<file path="config.mk">
export PLATFORM = sky130hd
export DESIGN_NAME = ns_timebase
export DESIGN_NICKNAME = d
export VERILOG_FILES = /design/src/rtl/ntb_pkg.sv /design/src/rtl/ntb_regs.sv /design/src/rtl/ntb_step.sv /design/src/rtl/ntb_core.sv /design/src/rtl/ns_timebase.sv
export SDC_FILE = /design/constraint.sdc
export NUM_CORES = 1
export LEC_CHECK = 0
export BUFFER_PORTS_ARGS = -buffer_cell sky130_fd_sc_hd__buf_2
export CELL_PAD_IN_SITES_DETAIL_PLACEMENT = 2
export CELL_PAD_IN_SITES_GLOBAL_PLACEMENT = 2
export CORE_UTILIZATION = 30
export CTS_CLUSTER_SIZE = 8
export DETAILED_ROUTE_END_ITERATION = 7
export PLACE_DENSITY = 0.78
export SETUP_SLACK_MARGIN = 0.3
export SLEW_MARGIN = 20
export SYNTH_ARGS = -nofsm -noshare
export SYNTH_HDL_FRONTEND = slang
export SYNTH_SLANG_ARGS = --single-unit
</file>
<file path="constraint.sdc">
create_clock -name clk -period 5.6 [get_ports clk]
set_input_delay 1.12 -clock clk [delete_from_list [all_inputs] [get_ports clk]]
set_output_delay 1.12 -clock clk [all_outputs]
set_load 0.005 [all_outputs]
</file>
<file path="src/rtl/ntb_pkg.sv">
package ntb_pkg;
  localparam int ADDR_W = 3;

  localparam logic [ADDR_W-1:0] A_CTRL = 3'd0;
  localparam logic [ADDR_W-1:0] A_TIME = 3'd1;
  localparam logic [ADDR_W-1:0] A_INC  = 3'd2;
  localparam logic [ADDR_W-1:0] A_CPER = 3'd3;
  localparam logic [ADDR_W-1:0] A_WPER = 3'd4;

  // control bit positions, decoded by software
  localparam int B_EN      = 0;
  localparam int B_WRAP_LO = 4;
  localparam int B_WRAP_HI = 5;
  localparam int B_EVT     = 7;
  localparam int B_RESTART = 9;
  localparam int B_CAPTURE = 11;

  // lsb of the correction increment inside the increment register
  localparam int CORR_LSB = 8;

  typedef struct packed {
    logic       evt;
    logic [1:0] wrap;
    logic       en;
  } ctrl_t;
endpackage

</file>
<file path="src/rtl/ntb_regs.sv">
module ntb_regs #(
  parameter int CW = 32,
  parameter int IW = 7,
  parameter logic [CW-1:0] DEF_PERIOD = 32'h8000_0000
) (
  input  logic                      clk,
  input  logic                      rst,
  input  logic                      wr_en,
  input  logic [ntb_pkg::ADDR_W-1:0] wr_addr,
  input  logic [CW-1:0]             wr_data,
  output ntb_pkg::ctrl_t            ctrl_q,
  output logic [IW-1:0]             inc_norm_q,
  output logic [IW-1:0]             inc_corr_q,
  output logic [CW-1:0]             cper_q,
  output logic [CW-1:0]             wper_q,
  output logic                      cap_pend_q,
  output logic                      restart,
  output logic                      load,
  output logic [CW-1:0]             load_val
);
  import ntb_pkg::*;

  logic wr_ctrl;
  assign wr_ctrl  = wr_en && (wr_addr == A_CTRL);
  assign restart  = wr_ctrl && wr_data[B_RESTART];
  assign load     = wr_en && (wr_addr == A_TIME);
  assign load_val = wr_data;

  always_ff @(posedge clk) begin
    if (rst) begin
      ctrl_q     <= '0;
      inc_norm_q <= '0;
      inc_corr_q <= '0;
      cper_q     <= '0;
      wper_q     <= DEF_PERIOD;
      cap_pend_q <= 1'b0;
    end else begin
      cap_pend_q <= wr_ctrl && wr_data[B_CAPTURE];
      if (wr_ctrl) begin
        ctrl_q.en   <= wr_data[B_EN];
        ctrl_q.wrap <= wr_data[B_WRAP_HI:B_WRAP_LO];
        ctrl_q.evt  <= wr_data[B_EVT];
      end
      if (wr_en && (wr_addr == A_INC)) begin
        inc_norm_q <= wr_data[IW-1:0];
        inc_corr_q <= wr_data[CORR_LSB +: IW];
      end
      if (wr_en && (wr_addr == A_CPER)) cper_q <= wr_data;
      if (wr_en && (wr_addr == A_WPER)) wper_q <= wr_data;
    end
  end
endmodule

</file>
<file path="src/rtl/ntb_step.sv">
module ntb_step #(
  parameter int CW = 32,
  parameter int IW = 7
) (
  input  logic          clk,
  input  logic          rst,
  input  logic          adv,
  input  logic          clr,
  input  logic [CW-1:0] cper,
  input  logic [IW-1:0] inc_norm,
  input  logic [IW-1:0] inc_corr,
  output logic [IW-1:0] step,
  output logic [CW-1:0] ic_q
);
  logic corr_due;
  logic use_corr;

  assign corr_due = (ic_q >= cper);
  assign use_corr = corr_due && (inc_corr != '0);
  assign step     = use_corr ? inc_corr : inc_norm;

  always_ff @(posedge clk) begin
    if (rst || clr) begin
      ic_q <= '0;
    end else if (adv) begin
      if (corr_due) ic_q <= '0;
      else          ic_q <= ic_q + 1'b1;
    end
  end
endmodule

</file>
<file path="src/rtl/ntb_core.sv">
module ntb_core #(
  parameter int CW = 32,
  parameter int IW = 7
) (
  input  logic          clk,
  input  logic          rst,
  input  logic          en,
  input  logic          wrap_on,
  input  logic          evt_en,
  input  logic [CW-1:0] wper,
  input  logic [IW-1:0] step,
  input  logic          restart,
  input  logic          load,
  input  logic [CW-1:0] load_val,
  input  logic          cap_pend,
  output logic          adv,
  output logic [CW-1:0] cnt_q,
  output logic [CW-1:0] cap_q,
  output logic          wrap_evt_q
);
  localparam int SW = CW + 1;

  logic [SW-1:0] sum;
  logic [SW-1:0] folded;
  logic          wrap_hit;
  logic [CW-1:0] nxt;

  assign adv      = en && !restart && !load;
  assign sum      = {1'b0, cnt_q} + SW'(step);
  assign wrap_hit = wrap_on && (wper != '0) && (sum >= {1'b0, wper});
  assign folded   = sum - {1'b0, wper};
  assign nxt      = wrap_hit ? folded[CW-1:0] : sum[CW-1:0];

  always_ff @(posedge clk) begin
    if (rst) begin
      cnt_q      <= '0;
      cap_q      <= '0;
      wrap_evt_q <= 1'b0;
    end else begin
      if (restart)   cnt_q <= '0;
      else if (load) cnt_q <= load_val;
      else if (en)   cnt_q <= nxt;
      if (cap_pend) cap_q <= cnt_q;
      wrap_evt_q <= evt_en && adv && wrap_hit;
    end
  end
endmodule

</file>
<file path="src/rtl/ns_timebase.sv">
module ns_timebase #(
  parameter int CW = 32,
  parameter int IW = 7,
  parameter logic [CW-1:0] DEF_PERIOD = 32'h8000_0000
) (
  input  logic                       clk,
  input  logic                       rst,
  input  logic                       wr_en,
  input  logic [ntb_pkg::ADDR_W-1:0] wr_addr,
  input  logic [CW-1:0]              wr_data,
  input  logic [ntb_pkg::ADDR_W-1:0] rd_addr,
  output logic [CW-1:0]              rd_data,
  output logic                       wrap_evt
);
  import ntb_pkg::*;

  ctrl_t         ctrl_q;
  logic [IW-1:0] inc_norm_q, inc_corr_q, step;
  logic [CW-1:0] cper_q, wper_q, load_val, cnt_q, cap_q, ic_q;
  logic          cap_pend_q, restart, load, adv;
  logic [CW-1:0] rd_v;

  ntb_regs #(.CW(CW), .IW(IW), .DEF_PERIOD(DEF_PERIOD)) u_regs (
    .clk(clk), .rst(rst), .wr_en(wr_en), .wr_addr(wr_addr), .wr_data(wr_data),
    .ctrl_q(ctrl_q), .inc_norm_q(inc_norm_q), .inc_corr_q(inc_corr_q),
    .cper_q(cper_q), .wper_q(wper_q), .cap_pend_q(cap_pend_q),
    .restart(restart), .load(load), .load_val(load_val)
  );

  ntb_step #(.CW(CW), .IW(IW)) u_step (
    .clk(clk), .rst(rst), .adv(adv), .clr(restart), .cper(cper_q),
    .inc_norm(inc_norm_q), .inc_corr(inc_corr_q), .step(step), .ic_q(ic_q)
  );

  ntb_core #(.CW(CW), .IW(IW)) u_core (
    .clk(clk), .rst(rst), .en(ctrl_q.en), .wrap_on(|ctrl_q.wrap),
    .evt_en(ctrl_q.evt), .wper(wper_q), .step(step), .restart(restart),
    .load(load), .load_val(load_val), .cap_pend(cap_pend_q), .adv(adv),
    .cnt_q(cnt_q), .cap_q(cap_q), .wrap_evt_q(wrap_evt)
  );

  always_comb begin
    rd_v = '0;
    case (rd_addr)
      A_CTRL: begin
        rd_v[B_EN]                  = ctrl_q.en;
        rd_v[B_WRAP_HI:B_WRAP_LO]   = ctrl_q.wrap;
        rd_v[B_EVT]                 = ctrl_q.evt;
        rd_v[B_CAPTURE]             = cap_pend_q;
      end
      A_TIME: rd_v = cap_q;
      A_INC: begin
        rd_v[IW-1:0]        = inc_norm_q;
        rd_v[CORR_LSB +: IW] = inc_corr_q;
      end
      A_CPER:  rd_v = cper_q;
      A_WPER:  rd_v = wper_q;
      default: rd_v = '0;
    endcase
  end

  always_ff @(posedge clk) begin
    if (rst) rd_data <= '0;
    else     rd_data <= rd_v;
  end
endmodule

</file>
==> results.yml <==
run_status:
  outcome: "finished with violations"
  violations: "design-rule violations, negative setup slack"
setup_path:
  crit_slowest_cell: "dfxtp_1"
  arrival_ps: 7050
  crit_type: "reg -> reg"
  critical_path_required_ps: 6050
  crit_path_frequent_cell: "buf_4"
  critPathMaxStageDelay_ps: 390
  rr_worst_depth: 29
  r2r_slack_ps: -1000
  timing.rr.end: "u_core.cnt_q[6]$_SDFFE_PP0P_"
  start_kind: "flop"
  worst_setup_path_end_kind: "flop"
  r2r-start: "u_regs.cper_q[23]$_SDFFE_PP0P_"
  cp_max_fo: 6
synth:
  synth_top_flop_cell: "dfxtp_1"
  synth-xor-area-share: 0.0597
  ys_types: 75
  synthSimpleGateAreaFrac: 0.229
  synth_async_sr_flop_share: 0
  synth-adder-area-share: 0.0746
  muxShareOfSynthArea: 0.0586
  syn_area_um2: 12600
  syn_inst: 1619
  synth_top_family_by_area: "simple AND/OR/NAND/NOR gates"
  synth-seq-area-share: 0.336
  ys_ff_latch: 212
  syn-num-nets: 1734
  synth_compound_area_frac: 0.187
  synth-edff-count: 0
  yosys_warnings: 0
  syn_avg_cell_area_um2: 7.79
pwr:
  swShare: 0.314
  intPower_mw: 2.90
  power.switching_mw: 1.33
  power_mw: 4.23
  ir_worst_vdd_mv: 0.211
  power_frac_comb: 0.231
  leakagePower_nw: 7.01
  power.density_nw_per_um2: 246
  seqPwrFrac: 0.370
  power_frac_clock: 0.399
cells_and_area:
  nets: 2016
  final_common_cell: "buf_4"
  final_cell_mix: "buf_4, nand2_1, dfxtp_1"
  n_fill_cell: 4526
  final_util: 0.418
  n_antenna_cell: 0
  drive_gt1_frac: 0.283
  syn_to_final_growth_pct: 36.5
timing:
  period_share: 1.18
  tns_ps: -29310
  slew_viol_final: 0
  rsz0062_at_grt: "true"
  postLayoutSetupSlackWorst_ps: -1000
  setup_viol: 33
  finalHoldViolations: 0
  slew_headroom: 0.250
  skew_ps: 20.2
  fmax_mhz: 152
  worstMarginPinSlew_ps: 1120
  min_period_ps: 6600
global_route:
  grt_overflow_total: 0
  antenna_found_initial: 1
  grt_pass1_wl_mm: 92.4
  grt_pass1_vias: 15500
  grt_usage: 0.276
  grt_max_degree: 72
detailed_routing:
  totalWireLength_mm: 67.5
  antenna_left: 0
  dr_total_vias: 14200
  dr.pass1.iters: 6
  post-route-drc-count: 5
  post_drt_wl_per_cell_um: 27.7
  drt_iter0_drc: 836
  vias_per_cell: 5.82
floorplanning:
  dieArea_um2: 42900
  die_y_um: 207
  core.rowCount: 74
  io_pins: 74
  die-width_um: 207
  initial_utilization: 0.306
  core_area_um2: 41200
clocking:
  clk_latency_ps: 570
  cts_buffer_depth: 3
  cts_tree: "yes"
  cts-root-buf: "clkbuf_16"
  cts.sinks: 212
  cts.clk_slew.worst_paths_ps: 60
  cts_buffers: 30
  cts_hold_buf: 0
  h-tree-depth: 1
worst_hold_path:
  min_path_type: "reg -> reg"
  min_path_cells: 2
  hold_end: "u_regs.inc_norm_q[2]$_SDFFE_PP0P_"
  holdCritStartpoint: "u_regs.inc_norm_q[2]$_SDFFE_PP0P_"
job:
  max_cap_violations: 0
placed_design:
  dp_hpwl_mm: 43.4
  io_buffers: 73
  place_worst_setup_slack_ps: -1090
  gp_congestion: 0.930
Yosys cell counts (all sizes together), types with 3 or more instances:
cell type / n / area, um2
a211o: 5 / 43.8
a211oi: 11 / 82.6
a21o: 24 / 180
a21oi: 174 / 871
a221o: 6 / 60.1
a22o: 11 / 96.3
a22oi: 12 / 90.1
a31o: 3 / 26.3
a31oi: 10 / 62.6
a32o: 3 / 30.0
and2: 15 / 96.3
and3: 16 / 100
and4: 9 / 81.3
buf: 16 / 108
clkbuf: 77 / 289
dfxtp: 212 / 4240
ha: 72 / 901
inv: 79 / 297
mux2: 5 / 56.3
mux2i: 66 / 661
nand2: 245 / 920
nand2b: 10 / 62.6
nand3: 44 / 220
nand3b: 3 / 22.5
nand4: 22 / 153
nor2: 150 / 571
nor2b: 14 / 87.6
nor3: 36 / 180
nor4: 34 / 213
o211ai: 9 / 67.6
o21a: 6 / 45.0
o21ai: 51 / 255
o21bai: 6 / 45.0
o22a: 4 / 35.0
o22ai: 10 / 62.6
o31ai: 11 / 101
o41ai: 3 / 26.3
or2: 3 / 18.8
or3: 12 / 75.1
or4: 4 / 30.0
xnor2: 51 / 447
xor2: 35 / 307
per-stage QoR:
stage          hold slack, ps  cells  instance area (um2)
2_1_floorplan             442   1619                12800
3_3_place_gp              467   2369                15300
3_5_place_dp              479   2369                15300
4_1_cts                   488   2418                16600
5_1_grt                   530   2435                17200
6_report                  492   2435                17200
sequential cells by signal, indices dropped and copies added (netlist names):
name	count
u_regs.cap_pend_q	1
u_regs.wper_q	32
rd_data	32
u_regs.ctrl_q	4
u_core.cnt_q	32
u_regs.inc_corr_q	7
u_regs.inc_norm_q	7
u_core.wrap_evt_q	1
u_core.cap_q	32
u_step.ic_q	32
u_regs.cper_q	32
cell type report:
| type | instances | area (um2) | share of cell area |
|---|---|---|---|
| tap | 532 | 666 | 0.0387 |
| clock buffer | 34 | 797 | 0.0463 |
| sequential | 212 | 4270 | 0.248 |
| multi-input combinational | 1234 | 8610 | 0.500 |
| timing repair buffer | 343 | 2580 | 0.150 |
| inverter | 80 | 300 | 0.0174 |
power groups by stage:
stage	combinational [mW]	clock, mW	sequential [mW]
floorplan	0.440	0	1.58
global placement	0.783	0	1.59
detailed placement	0.816	0	1.59
CTS	0.869	1.69	1.56
global route	1.02	1.76	1.57
finish	0.979	1.69	1.57
layer usage:
layer  share of wire  vias to the layer above  GRT usage
met5         0.00019                        -          0
met4           0.059                        2     0.0921
met3           0.049                      225     0.0315
met2            0.50                      519      0.513
met1            0.39                     7187      0.327
li1                -                     6228          -
what timing repair did:
action                     in CTS  in global routing
resized for setup              78                 99
buffers inserted               15                 17
pin swaps                      52                 60
gates cloned                    0                  0
setup endpoints to repair      33                 33
logic make-up after synthesis:
logic type | Yosys count
simple gates | 624
compound gates | 378
flops | 212
buf+inv | 173
xor+xnor | 86
fa+ha+maj | 74
mux | 72
worst max-delay path: cells and delay by family, from the launching register on:
kind                       cells  cell delay [ps]
AOI/OAI and AO/OA             14             3030
xor gates and xnor gates       1              380
adders and majority gates      3              910
buffers and inverters          7             1070
DFF                            1              390
and+or+nand+nor                4              670
how the worst max path moves through the flow:
stage                                              start                             to  slack (ps)
final                     u_regs.cper_q[23]$_SDFFE_PP0P_   u_core.cnt_q[6]$_SDFFE_PP0P_       -1000
after global routing      u_regs.cper_q[23]$_SDFFE_PP0P_   u_core.cnt_q[6]$_SDFFE_PP0P_       -1180
after CTS                 u_regs.cper_q[17]$_SDFFE_PP0P_  u_core.cnt_q[22]$_SDFFE_PP0P_        -600
after detailed placement     u_step.ic_q[0]$_SDFFE_PP0P_  u_core.cnt_q[31]$_SDFFE_PP0P_       -1090
after global placement       u_step.ic_q[0]$_SDFFE_PP0P_   u_core.cnt_q[2]$_SDFFE_PP0P_        -810
after floorplan           u_regs.cper_q[17]$_SDFFE_PP0P_  u_core.cnt_q[22]$_SDFFE_PP0P_         -10
Power figures use the tool's default switching activity.
